<file path="src/rtl/tfe_pkg.sv">
package tfe_pkg;
  localparam int FRAME_LEN = 12;
  localparam int IDX_W     = $clog2(FRAME_LEN + 4);

  typedef enum logic [2:0] {
    ROLE_SETTLE,
    ROLE_GUARD_EARLY,
    ROLE_X,
    ROLE_Y,
    ROLE_GUARD_LATE
  } slot_role_e;

  // slot numbering is 0 based here: slot 0 is the first sample of a frame
  function automatic slot_role_e role_of(input logic [IDX_W-1:0] s);
    if (s == IDX_W'(1))                            return ROLE_GUARD_EARLY;
    else if (s >= IDX_W'(2) && s <= IDX_W'(5))     return ROLE_X;
    else if (s >= IDX_W'(6) && s <= IDX_W'(9))     return ROLE_Y;
    else if (s == IDX_W'(FRAME_LEN - 1))           return ROLE_GUARD_LATE;
    else                                           return ROLE_SETTLE;
  endfunction
endpackage

</file>
<file path="src/rtl/tfe_sequencer.sv">
module tfe_sequencer
  import tfe_pkg::*;
(
  input  logic             clk,
  input  logic             rst_n,
  input  logic             frame_start,
  input  logic             smp_valid,
  output logic             acc,
  output logic [IDX_W-1:0] slot,
  output logic             last
);
  logic             armed_q;
  logic [IDX_W-1:0] idx_q;

  assign acc  = smp_valid && (frame_start || armed_q);
  assign slot = frame_start ? '0 : idx_q;
  assign last = acc && (slot == IDX_W'(FRAME_LEN - 1));

  always_ff @(posedge clk) begin
    if (!rst_n) begin
      armed_q <= 1'b0;
      idx_q   <= '0;
    end else if (last) begin
      armed_q <= 1'b0;
      idx_q   <= '0;
    end else if (acc) begin
      armed_q <= 1'b1;
      idx_q   <= slot + IDX_W'(1);
    end else if (frame_start) begin
      armed_q <= 1'b1;
      idx_q   <= '0;
    end
  end

  p_idx_bound_r1: assert property (@(posedge clk) disable iff (!rst_n)
    idx_q < IDX_W'(FRAME_LEN));
  p_restart_r10: assert property (@(posedge clk) disable iff (!rst_n)
    (frame_start && !smp_valid) |=> (armed_q && idx_q == '0));
endmodule

</file>
<file path="src/rtl/tfe_rawfile.sv">
module tfe_rawfile
  import tfe_pkg::*;
#(
  parameter int SMP_W = 10
) (
  input  logic             clk,
  input  logic             rst_n,
  input  logic             acc,
  input  logic [IDX_W-1:0] slot,
  input  logic             last,
  input  logic [SMP_W-1:0] smp_data,
  input  logic [IDX_W-1:0] raw_idx,
  output logic [SMP_W-1:0] raw_data
);
  logic [SMP_W-1:0] stage_q [FRAME_LEN];
  logic [SMP_W-1:0] vis_q   [FRAME_LEN];

  for (genvar i = 0; i < FRAME_LEN; i++) begin : g_slot
    always_ff @(posedge clk) begin
      if (!rst_n) begin
        stage_q[i] <= '0;
        vis_q[i]   <= '0;
      end else begin
        if (acc && slot == IDX_W'(i)) stage_q[i] <= smp_data;
        if (last) vis_q[i] <= (i == FRAME_LEN - 1) ? smp_data : stage_q[i];
      end
    end
  end

  always_comb begin
    raw_data = '0;
    for (int k = 0; k < FRAME_LEN; k++)
      if (raw_idx == IDX_W'(k)) raw_data = vis_q[k];
  end

  p_vis_stable_r9: assert property (@(posedge clk) disable iff (!rst_n)
    !last |=> $stable(vis_q[0]));
endmodule

</file>
<file path="src/rtl/tfe_evaluator.sv">
module tfe_evaluator
  import tfe_pkg::*;
#(
  parameter int SMP_W = 10
) (
  input  logic             clk,
  input  logic             rst_n,
  input  logic             acc,
  input  logic [IDX_W-1:0] slot,
  input  logic             last,
  input  logic [SMP_W-1:0] smp_data,
  input  logic [SMP_W-1:0] thr,
  output logic             pen_down,
  output logic             pen_down_evt,
  output logic             pen_up_evt,
  output logic [SMP_W-1:0] x_coord,
  output logic [SMP_W-1:0] y_coord,
  output logic             frame_done
);
  localparam int SUM_W = SMP_W + 2;

  logic [SUM_W-1:0] sum_x_q, sum_y_q;
  logic [SMP_W-1:0] guard_q;
  logic             pen_n;

  assign pen_n = (guard_q < thr) && (smp_data < thr);

  always_ff @(posedge clk) begin
    if (!rst_n) begin
      sum_x_q <= '0;
      sum_y_q <= '0;
      guard_q <= '0;
    end else if (acc) begin
      unique case (role_of(slot))
        ROLE_SETTLE: if (slot == '0) begin
          sum_x_q <= '0;
          sum_y_q <= '0;
        end
        ROLE_GUARD_EARLY: guard_q <= smp_data;
        ROLE_X:           sum_x_q <= sum_x_q + SUM_W'(smp_data);
        ROLE_Y:           sum_y_q <= sum_y_q + SUM_W'(smp_data);
        default: ;
      endcase
    end
  end

  always_ff @(posedge clk) begin
    if (!rst_n) begin
      pen_down     <= 1'b0;
      pen_down_evt <= 1'b0;
      pen_up_evt   <= 1'b0;
      x_coord      <= '0;
      y_coord      <= '0;
      frame_done   <= 1'b0;
    end else begin
      frame_done   <= last;
      pen_down_evt <= last && pen_n && !pen_down;
      pen_up_evt   <= last && !pen_n && pen_down;
      if (last) begin
        pen_down <= pen_n;
        if (pen_n) begin
          x_coord <= sum_x_q[SUM_W-1:2];
          y_coord <= sum_y_q[SUM_W-1:2];
        end
      end
    end
  end

  p_evt_onehot_r6: assert property (@(posedge clk) disable iff (!rst_n)
    $onehot0({pen_down_evt, pen_up_evt}));
  p_evt_with_done_r6: assert property (@(posedge clk) disable iff (!rst_n)
    (pen_down_evt || pen_up_evt) |-> frame_done);
  p_down_edge_r6: assert property (@(posedge clk) disable iff (!rst_n)
    pen_down_evt |-> (pen_down && !$past(pen_down)));
  p_up_edge_r6: assert property (@(posedge clk) disable iff (!rst_n)
    pen_up_evt |-> (!pen_down && $past(pen_down)));
  p_coord_hold_r5: assert property (@(posedge clk) disable iff (!rst_n)
    (frame_done && !pen_down) |-> ($stable(x_coord) && $stable(y_coord)));
  p_pen_only_on_frame_r3: assert property (@(posedge clk) disable iff (!rst_n)
    !frame_done |-> $stable(pen_down));
endmodule

</file>
<file path="src/rtl/touch_frame_eval.sv">
module touch_frame_eval
  import tfe_pkg::*;
#(
  parameter int SMP_W     = 10,
  parameter int THR_WR_W  = 16,
  parameter int THR_RESET = 750
) (
  input  logic                clk,
  input  logic                rst_n,
  input  logic                frame_start,
  input  logic                smp_valid,
  output logic                smp_ready,
  input  logic [SMP_W-1:0]    smp_data,
  input  logic                thr_wr_en,
  input  logic [THR_WR_W-1:0] thr_wr_data,
  output logic [SMP_W-1:0]    thr_value,
  input  logic [IDX_W-1:0]    raw_idx,
  output logic [SMP_W-1:0]    raw_data,
  output logic                pen_down,
  output logic                pen_down_evt,
  output logic                pen_up_evt,
  output logic [SMP_W-1:0]    x_coord,
  output logic [SMP_W-1:0]    y_coord,
  output logic                frame_done
);
  localparam logic [THR_WR_W-1:0] THR_MAX = THR_WR_W'((1 << SMP_W) - 1);

  logic             acc, last;
  logic [IDX_W-1:0] slot;
  logic [SMP_W-1:0] thr_q;

  assign smp_ready = 1'b1;
  assign thr_value = thr_q;

  always_ff @(posedge clk) begin
    if (!rst_n)                                thr_q <= SMP_W'(THR_RESET);
    else if (thr_wr_en && thr_wr_data <= THR_MAX) thr_q <= thr_wr_data[SMP_W-1:0];
  end

  p_thr_keep_r8: assert property (@(posedge clk) disable iff (!rst_n)
    (thr_wr_en && thr_wr_data > THR_MAX) |=> $stable(thr_q));
  p_thr_quiet_r7: assert property (@(posedge clk) disable iff (!rst_n)
    !thr_wr_en |=> $stable(thr_q));

  tfe_sequencer u_seq (
    .clk, .rst_n, .frame_start, .smp_valid,
    .acc, .slot, .last
  );

  tfe_rawfile #(.SMP_W(SMP_W)) u_raw (
    .clk, .rst_n, .acc, .slot, .last, .smp_data,
    .raw_idx, .raw_data
  );

  tfe_evaluator #(.SMP_W(SMP_W)) u_eval (
    .clk, .rst_n, .acc, .slot, .last, .smp_data,
    .thr(thr_q),
    .pen_down, .pen_down_evt, .pen_up_evt,
    .x_coord, .y_coord, .frame_done
  );
endmodule

</file>
<file path="config.mk">
export PLATFORM = sky130hd
export DESIGN_NAME = touch_frame_eval
export DESIGN_NICKNAME = d
export VERILOG_FILES = /design/src/rtl/tfe_pkg.sv /design/src/rtl/tfe_sequencer.sv /design/src/rtl/tfe_rawfile.sv /design/src/rtl/tfe_evaluator.sv /design/src/rtl/touch_frame_eval.sv
export SDC_FILE = /design/constraint.sdc
export NUM_CORES = 1
export LEC_CHECK = 0
export BUFFER_PORTS_ARGS = -buffer_cell sky130_fd_sc_hd__buf_2
export CAP_MARGIN = 20
export CORE_UTILIZATION = 30
export DETAILED_ROUTE_END_ITERATION = 10
export PLACE_DENSITY = 0.58
export SYNTH_ARGS = -nofsm -noshare
export SYNTH_HDL_FRONTEND = slang
export SYNTH_SLANG_ARGS = --single-unit
</file>
<file path="constraint.sdc">
create_clock -name clk -period 4.3 [get_ports clk]
set_input_delay 0.43 -clock clk [delete_from_list [all_inputs] [get_ports clk]]
set_output_delay 0.43 -clock clk [all_outputs]
set_load 0.02 [all_outputs]
</file>
==> impl_metrics.csv <==
group,metric,value,unit
timing,fin_skew,0.0206,ns
hold_path,worstHoldPathType,"input pin to register",
timing,drv_slew,0,
critical_path,worstRegToRegCells,9,
grt,track_usage,0.142,
critical_path,crit_path_max_incr_delay,0.69,ns
clocking,path_clk_slew,0.06,ns
logic_synthesis,synth_ff_type,"edfxtp_1",
floorplanning,start_util,0.306,
placed_design,io_buffers,78,
clocking,cts_buffers,35,
floorplanning,rows,78,
grt,grt_overflow,0,
placed_design,gp_congestion,0.831,
critical_path,reg2reg_slack,1.34,ns
logic_synthesis,ys_seq_area_frac,0.600,
clocking,hold_buffers,0,
drt,viasPerCell,4.78,
drt,routedWlPerCell,17.6,µm
status,outcome,"completed",
timing,finalSetupViolCount,0,
critical_path,required,3.87,ns
timing,worstMarginPinSlew,1.01,ns
cells_and_area,layout.cells.most_common,"edfxtp_1",
clocking,cts_resized,0,
drt,dr.pass1.iters,4,
critical_path,timing_worst_setup_path_type,"input pin to primary output",
grt,grt_pass1_wl,51.3,mm
timing,setup_slack,1.18,ns
clocking,h-tree-depth,2,
pwr,seqPwrFrac,0.499,
pwr,swShare,0.233,
hold_path,hold_path_depth,3,
logic_synthesis,yosys.cell_types.count,59,
timing,fmax,320,MHz
grt,grt_pass1_vias,8696,
clocking,clock-sinks,303,
critical_path,cp.arrival,2.69,ns
floorplanning,dieArea,47300,µm²
critical_path,cp_cell_sequence,"buf_2 -> nand2b_1 -> o22ai_1 -> a2111oi_0 -> a21oi_1 -> o21ai_0 -> buf_2",
floorplanning,num_io_pins,80,
drt,drt-initial-drc-count,564,
critical_path,worst-path-stages,7,
cells_and_area,layout.cells.most_common_list,"edfxtp_1 (230), and2_1 (201), nand2_1 (107), buf_2 (78), dfxtp_1 (73)",
timing,rsz0062_at_grt,"false",
logic_synthesis,yosysWarnings,0,
timing,max-slew-margin-rel,0.321,
clocking,clock_latency,0.56,ns
logic_synthesis,synth_seq_cells,303,
critical_path,cp-startpoint,"raw_idx[1]",
cells_and_area,utilization,0.353,
pwr,vdd_drop_max,0.000223,V
pwr,fin_total_pwr,6500,µW
timing,finalSetupTns,0,ns
cells_and_area,fill_cells,4450,
grt,grt_antenna_before_repair,5,
timing,layout_min_cycle_time,3.12,ns
cells_and_area,area_growth,15.5,%
placed_design,dp_slack,1.07,ns
critical_path,crit_top_cell,"buf_2",
logic_synthesis,yosysTopAreaCellShare,0.495,
critical_path,r2r-start,"u_seq.idx_q[1]$_SDFF_PP0_",
logic_synthesis,synth-async-reset-ratio,0,
pwr,p_int,4990,µW
clocking,cts_setup_buffers,0,
floorplanning,core_area,45600,µm²
pwr,p_clk_frac,0.445,
clocking,cts_max_path_buffers,3,
clocking,cts_root_buf,"clkbuf_16",
critical_path,crit_fanout,39,
pwr,leakage,0.00634,µW
drt,drt_wl_total,33.0,mm
logic_synthesis,synth_enable_flop_cells,230,
critical_path,worst-path-buf-inv,2,
pwr,power_density,404,nW/µm²
logic_synthesis,syn_inst,1179,
drt,drtAntennaViolNets,0,
job,maxCapViolCount,0,
critical_path,cpMaxStageDelayCell,"buf_2",
cells_and_area,layout-drive-gt1-share,0.145,
cells_and_area,nets,1328,
critical_path,critPathLaunchType,"input pin",
critical_path,regToRegEndpoint,"u_eval.sum_y_q[5]$_SDFFE_PN0P_",
logic_synthesis,syn_nets,1259,
drt,drc,0,
logic_synthesis,syn_area,13900,µm²
floorplanning,dieWidth,218,µm
logic_synthesis,synth_area_leaders,"edfxtp_1 (50%), dfxtp_1 (10%), and2_1 (9.0%)",
grt,grt_max_degree,60,
pwr,power_switching,1510,µW
hold_path,min_from,"thr_wr_data[7]",
critical_path,critical_path.endpoint,"raw_data[9]",
timing,finalHoldViolCount,0,
pwr,pwr-share-comb,0.055,
critical_path,critical-path-top-delay-family,"buffers and inverters",
timing,fin_crit_sh,0.726,
logic_synthesis,synth_top_cell_by_area,"edfxtp_1",
clocking,cts_tree,"yes",
floorplanning,die_h,218,µm
logic_synthesis,postSynthAreaPerCell,11.8,µm²
critical_path,worst_setup_path_end_kind,"primary output",
placed_design,hpwl,21.2,mm
drt,vias,8947,
## layer usage
metal	global-route usage	wire (µm)
met4	0.0500	734
met3	0.0276	1620
met1	0.187	15000
met2	0.232	15600
met5	0	0
## how the worst min path moves through the flow
stage | to | slack (ns)
floorplan | u_eval.guard_q[0]$_SDFFE_PN0P_ | 0.43
global placement | u_eval.x_coord[7]$_SDFFE_PN0P_ | 0.44
detailed placement | u_eval.y_coord[1]$_SDFFE_PN0P_ | 0.44
CTS | thr_value[6]$_SDFFE_PN1P_ | 0.07
global route | thr_value[7]$_SDFFE_PN1P_ | 0.08
finish | thr_value[7]$_SDFFE_PN1P_ | 0.1
## flip-flops by register name (all words and copies together), names as in the netlist
name	flops
thr_value	10
u_eval.frame_done	1
u_eval.guard_q	10
u_eval.pen_down	1
u_eval.pen_down_evt	1
u_eval.pen_up_evt	1
u_eval.sum_x_q	12
u_eval.sum_y_q	12
u_eval.x_coord	10
u_eval.y_coord	10
u_raw.stage_q	110
u_raw.vis_q	120
u_seq.armed_q	1
u_seq.idx_q	4
## layout make-up
class / instances / area (µm²) / area share
clock inverter: 19 / 193 / 0.0120
antenna: 2 / 5.00 / 0.000311
clock buffer: 41 / 908 / 0.0564
sequential: 303 / 8370 / 0.520
multi-input combinational: 783 / 5220 / 0.324
inverter: 24 / 90.1 / 0.00559
timing repair buffer: 101 / 568 / 0.0353
tap: 600 / 751 / 0.0466
## worst reg2reg max path, cell delays in order (launching register included)
cell and delay [ns]:
dfxtp_1 0.38, nand2b_1 0.21, inv_1 0.15, ha_1 0.42, o21ai_0 0.21, o32a_1 0.37, a21o_1 0.20, a22o_1 0.41
or3_1 0.40, a21oi_1 0.15
## logic make-up after synthesis
group	Yosys count	synth area share
other cells	1	0.000269
buf+inv	93	0.0267
mux	64	0.0574
simple gates	484	0.185
xor+xnor	14	0.00879
fa+ha+maj	45	0.0415
flops	303	0.600
compound gates	175	0.0802
## per-stage QoR
stage                     instance area (µm²)  instances  hold slack [ns]
after floorplan                         13900       1179            0.431
after global placement                  15000       1810            0.440
after detailed placement                15000       1810            0.443
after CTS                               16100       1870           0.0708
after global routing                    16100       1873           0.0833
final                                   16100       1873           0.0960
## power groups by stage
stage	Combinational (µW)	Sequential (µW)	Clock, µW
after floorplan	225	3300	0
after global placement	361	3310	0
after detailed placement	367	3310	0
after CTS	368	3250	2970
after global routing	396	3250	3080
final	360	3250	2900
## cells in the mapped netlist, types with 9 or more instances
library cell and instances:
o21ai_0 41, nor3_1 13, and2_1 201, nand3_1 13, dfxtp_1 73, inv_1 24
a22oi_1 9, nand2_1 108, a211oi_1 10, nor2_1 66, and3_1 34, buf_2 9
clkbuf_1 54, edfxtp_1 230, nand2b_1 19, mux4_2 12, mux2i_1 44, xnor2_1 9
ha_1 43, a21oi_1 43
(Power assumes the default switching activity.)
